--- config.mk ---
export PLATFORM = sky130hd
export DESIGN_NAME = mask_round_ctl
export DESIGN_NICKNAME = d
export VERILOG_FILES = /design/src/rtl/rcc_pkg.sv /design/src/rtl/rcc_wrap_ctr.sv /design/src/rtl/rcc_strobe_dec.sv /design/src/rtl/mask_round_ctl.sv
export SDC_FILE = /design/constraint.sdc
export NUM_CORES = 1
export LEC_CHECK = 0
export BUFFER_PORTS_ARGS = -buffer_cell sky130_fd_sc_hd__buf_2
export CORE_MARGIN = 8
export CORE_UTILIZATION = 45
export DETAILED_ROUTE_END_ITERATION = 16
export PLACE_DENSITY_LB_ADDON = 0.15
export SYNTH_ARGS = -nofsm -noshare
export SYNTH_HDL_FRONTEND = slang
export SYNTH_SLANG_ARGS = --single-unit
--- constraint.sdc ---
create_clock -name clk -period 2.3 [get_ports clk]
set_input_delay 0.23 -clock clk [delete_from_list [all_inputs] [get_ports clk]]
set_output_delay 0.23 -clock clk [all_outputs]
set_load 0.01 [all_outputs]
--- src/rtl/rcc_pkg.sv ---
// Shared types for the round sequencer.
// Assumes: encodings are internal only; no neighbour decodes them.
package rcc_pkg;
    typedef enum logic [2:0] {
        ST_INIT,
        ST_SBOX,
        ST_PERM,
        ST_FIN,
        ST_DONE
    } rcc_state_e;
endpackage

--- src/rtl/rcc_wrap_ctr.sv ---
// Wrapping up-counter with synchronous clear and a terminal-value flag.
// Assumes: MAX fits in W bits; clear has priority over increment.
module rcc_wrap_ctr #(
    parameter int W   = 4,
    parameter int MAX = 15
) (
    input  logic         clk,
    input  logic         rst_n,
    input  logic         clr,
    input  logic         inc,
    output logic [W-1:0] cnt,
    output logic         at_max
);
    // terminal value reached
    assign at_max = (cnt == W'(MAX));

    // count register: clear, else step and wrap at MAX
    always_ff @(posedge clk) begin
        if (!rst_n)      cnt <= '0;
        else if (clr)    cnt <= '0;
        else if (inc)    cnt <= at_max ? '0 : cnt + W'(1);
    end
endmodule

--- src/rtl/rcc_strobe_dec.sv ---
// Index-to-one-hot decoder for the sub-step strobes.
// Assumes: idx below N whenever en is high; output all-zero when en is low.
module rcc_strobe_dec #(
    parameter int N = 6,
    parameter int W = 3
) (
    input  logic         en,
    input  logic [W-1:0] idx,
    output logic [N-1:0] onehot
);
    // one comparator per strobe bit
    for (genvar k = 0; k < N; k++) begin : g_bit
        assign onehot[k] = en && (idx == W'(k));
    end
endmodule

--- src/rtl/mask_round_ctl.sv ---
// Round sequencer for a nibble-serial three-share cipher datapath.
// Steps SUBSTEPS sub-steps per nibble over NIBBLES nibbles, swaps the final
// sub-step of each round's last nibble for a permutation cycle, counts rounds,
// opens the output gate for NIBBLES cycles after ROUNDS rounds and holds done.
// Assumes: SUBSTEPS >= 2, NIBBLES >= 2; start is ignored while running.
module mask_round_ctl
    import rcc_pkg::*;
#(
    parameter  int SUBSTEPS = 6,
    parameter  int NIBBLES  = 16,
    parameter  int ROUNDS   = 31,
    localparam int SUB_W    = $clog2(SUBSTEPS),
    localparam int NIB_W    = $clog2(NIBBLES),
    localparam int RND_W    = $clog2(ROUNDS + 1)
) (
    input  logic                clk,
    input  logic                rst_n,
    input  logic                start,
    output logic [SUBSTEPS-1:0] sbox_stb,
    output logic                perm_stb,
    output logic                nib_adv,
    output logic [NIB_W-1:0]    nib_idx,
    output logic [RND_W-1:0]    round_cnt,
    output logic                out_en,
    output logic                done
);
    rcc_state_e        state_q, state_d;
    logic [SUB_W-1:0]  sub_idx;
    logic              sub_last, nib_last, rnd_max_unused;
    logic              in_sbox, in_perm, in_fin;
    logic              take_start, to_perm, last_round;

    // state decodes
    assign in_sbox    = (state_q == ST_SBOX);
    assign in_perm    = (state_q == ST_PERM);
    assign in_fin     = (state_q == ST_FIN);
    assign take_start = start && (state_q == ST_INIT || state_q == ST_DONE);
    assign to_perm    = in_sbox && nib_last && (sub_idx == SUB_W'(SUBSTEPS - 2));
    assign last_round = (round_cnt == RND_W'(ROUNDS - 1));

    // sub-step slot within a nibble
    rcc_wrap_ctr #(.W(SUB_W), .MAX(SUBSTEPS - 1)) u_sub (
        .clk    (clk),
        .rst_n  (rst_n),
        .clr    (take_start || to_perm),
        .inc    (in_sbox),
        .cnt    (sub_idx),
        .at_max (sub_last)
    );

    // nibble position, also used as output-phase index
    rcc_wrap_ctr #(.W(NIB_W), .MAX(NIBBLES - 1)) u_nib (
        .clk    (clk),
        .rst_n  (rst_n),
        .clr    (take_start),
        .inc    ((in_sbox && sub_last) || in_perm || in_fin),
        .cnt    (nib_idx),
        .at_max (nib_last)
    );

    // completed-round count
    rcc_wrap_ctr #(.W(RND_W), .MAX(ROUNDS)) u_rnd (
        .clk    (clk),
        .rst_n  (rst_n),
        .clr    (take_start),
        .inc    (in_perm),
        .cnt    (round_cnt),
        .at_max (rnd_max_unused)
    );

    // next-state selection
    always_comb begin
        state_d = state_q;
        unique case (state_q)
            ST_INIT: if (start)   state_d = ST_SBOX;
            ST_SBOX: if (to_perm) state_d = ST_PERM;
            ST_PERM:              state_d = last_round ? ST_FIN : ST_SBOX;
            ST_FIN:  if (nib_last) state_d = ST_DONE;
            ST_DONE: if (start)   state_d = ST_SBOX;
            default:              state_d = ST_INIT;
        endcase
    end

    // state register
    always_ff @(posedge clk) begin
        if (!rst_n) state_q <= ST_INIT;
        else        state_q <= state_d;
    end

    // sub-step strobes
    rcc_strobe_dec #(.N(SUBSTEPS), .W(SUB_W)) u_dec (
        .en     (in_sbox),
        .idx    (sub_idx),
        .onehot (sbox_stb)
    );

    // remaining control outputs
    assign perm_stb = in_perm;
    assign nib_adv  = (in_sbox && sub_last) || in_perm;
    assign out_en   = in_fin;
    assign done     = in_fin || (state_q == ST_DONE);
endmodule

==> load_flow_metrics.sql, run 1 <==
INSERT INTO impl_metrics (metric_group, metric, value, unit) VALUES
('worst_setup_path', 'worst_path_largest_cell_delay', '540', 'ps'),
('worst_setup_path', 'worst_path_max_delay_cell', 'or3b_2', ''),
('floorplanning', 'initial_core_utilization', '48.5', '%'),
('worst_setup_path', 'arrival_worst_endpoint', '1770', 'ps'),
('min_path', 'min_path_type', 'input pin to register', ''),
('placement', 'gp_congestion', '0.752', ''),
('finish', 'final_area', '996', 'um2'),
('floorplanning', 'coreArea', '0.00176', 'mm2'),
('sta', 'timing_worst_slew_pin_value', '356', 'ps'),
('logic_synthesis', 'synth.yosys.seq_area_share', '35.1', '%'),
('drt', 'drt-total-wl', '1.91', 'mm'),
('pwr', 'power_switching', '105', 'uW'),
('drt', 'routed-wl-met3', '91', 'um'),
('drt', 'drt_drc_violations_left', '0', ''),
('clock_tree', 'clock_sink_count', '15', ''),
('global_route', 'pin_count_of_the_biggest_net_entering_global_routing', '12', ''),
('sta', 'finClkSkew', '2.96', 'ps'),
('placement', 'preCtsSetupSlack', '553', 'ps'),
('logic_synthesis', 'synth_area_per_inst', '8.31', 'um2'),
('worst_setup_path', 'critical-path-top-delay-family', 'simple AND/OR/NAND/NOR gates', ''),
('drt', 'wl_met2', '937', 'um'),
('sta', 'finalHoldViolCount', '0', ''),
('sta', 'final.setup.tns', '0', 'ps'),
('run_status', 'status', 'finished, final reports clean', ''),
('worst_setup_path', 'critical_path.endpoint_type', 'primary output', ''),
('clock_tree', 'insertion_delay', '280', 'ps'),
('finish', 'sequential_cell_area', '300', 'um2'),
('drt', 'routedWlPerCell', '12.8', 'um'),
('pwr', 'static-leakage-power', '0.469', 'nW'),
('sta', 'max_clock_freq', '500', 'MHz'),
('finish', 'layout_commonest_cell', 'buf_2', ''),
('job', 'maximum_capacitance_violations', '0', ''),
('floorplanning', 'ios', '22', ''),
('global_route', 'grt_pass1_vias', '732', ''),
('worst_setup_path', 'crit_path_cell_trace', 'or3b_2 -> nor4b_1 -> buf_2', ''),
('worst_setup_path', 'crit_type', 'register to primary output', ''),
('drt', 'drt-met1-wl', '871', 'um'),
('drt', 'initial_drc_count', '9', ''),
('logic_synthesis', 'post_synth_inst_count', '103', ''),
('worst_setup_path', 'critical_path_peak_fanout', '9', ''),
('sta', 'final_max_slew_viols', '0', ''),
('sta', 'final_critical_path_setup_slack', '300', 'ps'),
('finish', 'nNetsFinal', '133', ''),
('logic_synthesis', 'synth_area', '856', 'um2'),
('placement', 'dpl_hpwl', '1.46', 'mm'),
('floorplanning', 'die-area', '0.00355', 'mm2'),
('finish', 'area_of_the_multi_input_gates', '503', 'um2'),
('logic_synthesis', 'yosysWarnings', '0', ''),
('pwr', 'seq_power_share', '59.7', '%'),
('global_route', 'gr-total-overflow', '0', ''),
('logic_synthesis', 'post_synth_num_cell_types', '36', ''),
('floorplanning', 'die_h', '59.6', 'um'),
('pwr', 'clock_power_share', '33.2', '%'),
('sta', 'rsz0062_at_grt', 'false', ''),
('sta', 'period_share', '86.9', '%'),
('clock_tree', 'cts.path.max_buffers', '2', ''),
('global_route', 'antenna_found_initial', '0', ''),
('placement', 'placedInstanceArea', '970', 'um2'),
('worst_setup_path', 'worstPathBufferInverterCount', '1', ''),
('pwr', 'vdd_drop_max', '0.000293', 'V'),
('logic_synthesis', 'ys_seq_elements', '15', ''),
('pwr', 'p_sw_share', '23.4', '%'),
('clock_tree', 'cts_made_buffers', '3', ''),
('global_route', 'grt_pass1_wl', '3.08', 'mm'),
('clock_tree', 'post_cts.resized_instances', '0', ''),
('finish', 'n_antenna_cell', '0', ''),
('drt', 'routed-via-count', '798', ''),
('sta', 'setup_viol_count_final', '0', ''),
('pwr', 'combinationalPowerShare', '7.1', '%'),
('pwr', 'power_density', '451', 'mW/mm2'),
('worst_setup_path', 'worst-endpoint-required', '2070', 'ps');
==> kinds of logic (layout without fill, tap and decap cells) <==
kind of cell / count (synthesis) / after routing / share of synthesized area [%]
AND/OR/NAND/NOR: 44 / 44 / 28.7
AO/OA/AOI/OAI: 23 / 23 / 17.3
flip-flops: 15 / 15 / 35.1
buffers and inverters: 11 / 32 / 6.14
adder cells (fa/ha/maj): 5 / 5 / 7.31
multiplexers: 3 / 3 / 3.51
XOR/XNOR: 2 / 2 / 2.05
==> registers in the layout, indices dropped and copies added, names as in the netlist <==
signal / flops
u_sub.cnt: 3
u_nib.cnt: 4
state_q: 3
u_rnd.cnt: 5
==> synthesized netlist by cell type <==
library cell / instances / area (um2)
or3b_1: 1 / 8.76
ha_1: 5 / 62.6
nor3_1: 3 / 15.0
a211oi_1: 1 / 7.51
nand2_1: 7 / 26.3
nor3b_2: 1 / 12.5
nor2_1: 12 / 45.0
nand3_1: 2 / 10.0
and4b_1: 1 / 10.0
o21a_1: 1 / 7.51
and3_1: 6 / 37.5
nor4b_1: 1 / 8.76
clkbuf_1: 3 / 11.3
o211ai_1: 1 / 7.51
xnor2_1: 1 / 8.76
o21ai_0: 3 / 15.0
or3b_2: 1 / 8.76
o221ai_1: 1 / 8.76
buf_6: 1 / 11.3
nand4_1: 1 / 6.26
a31oi_1: 1 / 6.26
buf_4: 1 / 7.51
nor2b_1: 3 / 18.8
a21o_1: 2 / 15.0
xor2_1: 1 / 8.76
a21oi_1: 9 / 45.0
or4b_1: 1 / 10.0
and2_1: 2 / 12.5
dfxtp_1: 15 / 300
o31ai_1: 1 / 7.51
o311a_1: 1 / 10.0
nand3b_1: 1 / 7.51
inv_1: 6 / 22.5
or4_1: 1 / 7.51
mux2i_1: 3 / 30.0
a32oi_1: 2 / 17.5
==> metal layers <==
layer  GRT usage, %  vias to the layer above
met4           6.12                        0
met1           12.2                      370
met2           18.6                       15
met5              0                        -
li1               -                      411
met3           4.12                        2
==> worst paths after layout <==
check	startpoint	end	depth (start not counted)	slack, ps
max	state_q[0]	sbox_stb[2]	3	300
min	rst_n	state_q[0]	2	200
max reg2reg	state_q[1]	u_rnd.cnt[2]	3	510
min reg2reg	u_nib.cnt[3]	u_nib.cnt[3]	2	490
==> power by group through the flow <==
stage / Combinational (mW) / Sequential [mW] / Clock (mW)
finish: 0.0321 / 0.268 / 0.149
global route: 0.0363 / 0.269 / 0.169
CTS: 0.0328 / 0.268 / 0.154
detailed placement: 0.0327 / 0.274 / 0
global placement: 0.0327 / 0.274 / 0
floorplan: 0.0263 / 0.271 / 0
==> cell type report <==
type | instances | share of cell area [%]
flip-flops and latches | 15 | 30.2
inverters | 6 | 2.26
clock buffers | 4 | 2.64
well taps | 25 | 3.14
repair buffers | 22 | 11.3
multi-input cells | 77 | 50.5
No activity file was read; power rests on OpenSTA's default activity.
==> inputs of run 2 (changes only) <==
- CORE_UTILIZATION: 45 -> 50
- GPL_ROUTABILITY_DRIVEN: unset -> 0
- RECOVER_POWER: unset -> 25
==> run 2 against run 1 <==
Net effect:
- first-iteration DRC count is 11% higher
- sequential cell count stayed put
- via count is 1.1% lower
- sequential share of layout area is 0.62 points higher
- register-to-register slack hardly changed
- clock-buffer cell count stayed put
- critical path type unchanged
- die area is 7.4% lower
- critical endpoint unchanged
- clock skew hardly changed
==> load_flow_metrics.sql, run 2 (synthesis results as in run 1) <==
INSERT INTO impl_metrics (metric_group, metric, value, unit) VALUES
('global_route', 'pin_count_of_the_biggest_net_entering_global_routing', '12', ''),
('worst_setup_path', 'crit_path_cell_trace', 'or3b_2 -> nor4b_1 -> buf_2', ''),
('pwr', 'power_density', '458', 'mW/mm2'),
('drt', 'vias_per_inst', '5.60', ''),
('clock_tree', 'post-cts-setup-buffers', '0', ''),
('drt', 'routedWlPerCell', '12.9', 'um'),
('floorplanning', 'placementRows', '15', ''),
('clock_tree', 'cts.root.buffer_cell', 'clkbuf_4', ''),
('worst_setup_path', 'crit_type', 'register to primary output', ''),
('clock_tree', 'count_of_h_tree_levels_built_during_cts', '1', ''),
('clock_tree', 'cts_made_buffers', '3', ''),
('floorplanning', 'die-width', '57.4', 'um'),
('clock_tree', 'cts_tree', 'yes', ''),
('sta', 'setup_viol_count_final', '0', ''),
('finish', 'drive_above_1_share', '15.3', '%'),
('clock_tree', 'post_cts.resized_instances', '0', ''),
('clock_tree', 'cts.path.max_buffers', '2', ''),
('worst_setup_path', 'regToRegStartpoint', 'state_q[1]', ''),
('worst_setup_path', 'startpoint', 'state_q[0]', ''),
('run_status', 'status', 'finished, final reports clean', ''),
('pwr', 'static-leakage-power', '0.434', 'nW'),
('finish', 'layout-area-overhead-vs-synth', '14.0', '%'),
('finish', 'layout_commonest_cell', 'dfxtp_1', ''),
('finish', 'n_antenna_cell', '0', ''),
('worst_setup_path', 'critical_path_peak_fanout', '9', ''),
('global_route', 'grt_pass1_vias', '753', ''),
('worst_setup_path', 'critical_path.endpoint_type', 'primary output', ''),
('worst_setup_path', 'critical-path-top-delay-family', 'simple AND/OR/NAND/NOR gates', ''),
('min_path', 'worstHoldStart', 'rst_n', ''),
('drt', 'drt-total-wl', '1.82', 'mm'),
('finish', 'regMostFlops', 'u_rnd.cnt', ''),
('sta', 'relSlewSlack', '73.6', '%'),
('global_route', 'antenna_found_initial', '0', ''),
('placement', 'dpl_hpwl', '1.40', 'mm'),
('finish', 'largest_register_ff_count', '5', ''),
('sta', 'max_clock_freq', '508', 'MHz'),
('finish', 'mostFrequentLayoutCells', 'dfxtp_1, buf_2, nor2_1', ''),
('finish', 'finalNonFillerCells', '141', ''),
('placement', 'numPlacedInstances', '137', ''),
('worst_setup_path', 'worstPathBufferInverterCount', '1', ''),
('placement', 'preCtsSetupSlack', '551', 'ps'),
('global_route', 'gr-total-overflow', '0', ''),
('sta', 'timing.final.crit_period', '1970', 'ps'),
('sta', 'final_critical_path_setup_slack', '330', 'ps'),
('worst_setup_path', 'arrival_worst_endpoint', '1740', 'ps'),
('floorplanning', 'initial_core_utilization', '51.2', '%'),
('pwr', 'vdd_drop_max', '0.000234', 'V'),
('worst_setup_path', 'worst_path_largest_cell_delay', '530', 'ps'),
('placement', 'port_buffers', '21', ''),
('global_route', 'grt_pass1_wl', '3.25', 'mm'),
('drt', 'initial_drc_count', '10', ''),
('drt', 'drt_drc_violations_left', '0', ''),
('clock_tree', 'cts_hold_repair.buffers', '0', ''),
('floorplanning', 'die_h', '57.4', 'um'),
('min_path', 'min_path_type', 'input pin to register', ''),
('finish', 'nNetsFinal', '133', ''),
('finish', 'reg_top3', 'u_rnd.cnt: 5 flops, u_nib.cnt: 4 flops', ''),
('sta', 'finClkSkew', '2.49', 'ps'),
('floorplanning', 'ios', '22', ''),
('drt', 'routed-via-count', '789', ''),
('clock_tree', 'insertion_delay', '270', 'ps'),
('drt', 'postRouteAntennaNets', '0', ''),
('sta', 'finalHoldViolCount', '0', ''),
('sta', 'worst_hold_slack', '212', 'ps'),
('clock_tree', 'clock_sink_count', '15', ''),
('global_route', 'track_usage', '11.9', '%'),
('sta', 'final_max_slew_viols', '0', ''),
('worst_setup_path', 'worstSetupStartpointType', 'register', ''),
('pwr', 'finalPower', '447', 'uW'),
('drt', 'dr.pass1.iters', '4', ''),
('floorplanning', 'die-area', '0.00329', 'mm2'),
('sta', 'rsz0062_at_grt', 'false', ''),
('worst_setup_path', 'worst-endpoint-required', '2070', 'ps'),
('worst_setup_path', 'worst_path_max_delay_cell', 'or3b_2', ''),
('floorplanning', 'coreArea', '0.00167', 'mm2'),
('job', 'maximum_capacitance_violations', '0', ''),
('sta', 'period_share', '85.7', '%'),
('clock_tree', 'worst_setup_hold_path_clk_slew', '90', 'ps'),
('sta', 'timing_worst_slew_pin_value', '395', 'ps'),
('sta', 'final.setup.tns', '0', 'ps');
run 2: cell types whose count changed in the layout (fill, tap and decap cells not counted), sizes merged:
cell	previous run	this run
buf	22	14
clkbuf	4	12
run 2: power breakdown:
group	internal (mW)	switching, mW
clock network	0.0671	0.0797
logic	0.0146	0.0177
registers	0.262	0.00557
total	0.344	0.103
run 2: through the flow:
stage | util (%) | cell area [um2]
2_1_floorplan | - | 856
3_3_place_gp | 57.5 | 960
3_5_place_dp | 57.5 | 960
4_1_cts | 59.0 | 986
5_1_grt | 58.4 | 976
6_report | 58.4 | 976
run 2: area by class of cell:
cell class                      count  area [um2]
Multi-Input combinational cell     77         503
Clock buffer                        4        26.3
Fill cell                         169         694
Tap cell                           17        21.3
Inverter                            6        22.5
Timing Repair Buffer               22         103
Sequential cell                    15         300
run 2: worst paths after layout:
path         cells after the start  slack, ps      endpoint
min reg2reg                      2        480  u_nib.cnt[3]
max                              3        330   sbox_stb[2]
min                              2        210    state_q[0]
max reg2reg                      3        520  u_rnd.cnt[3]
run 2: routing by layer:
metal	GRT usage (%)	routed length, um	vias to the layer above
met3	3.14	92	2
met2	20.3	868	13
li1	-	-	410
met1	13.9	848	364
met5	0	0	-
met4	4.29	14	0
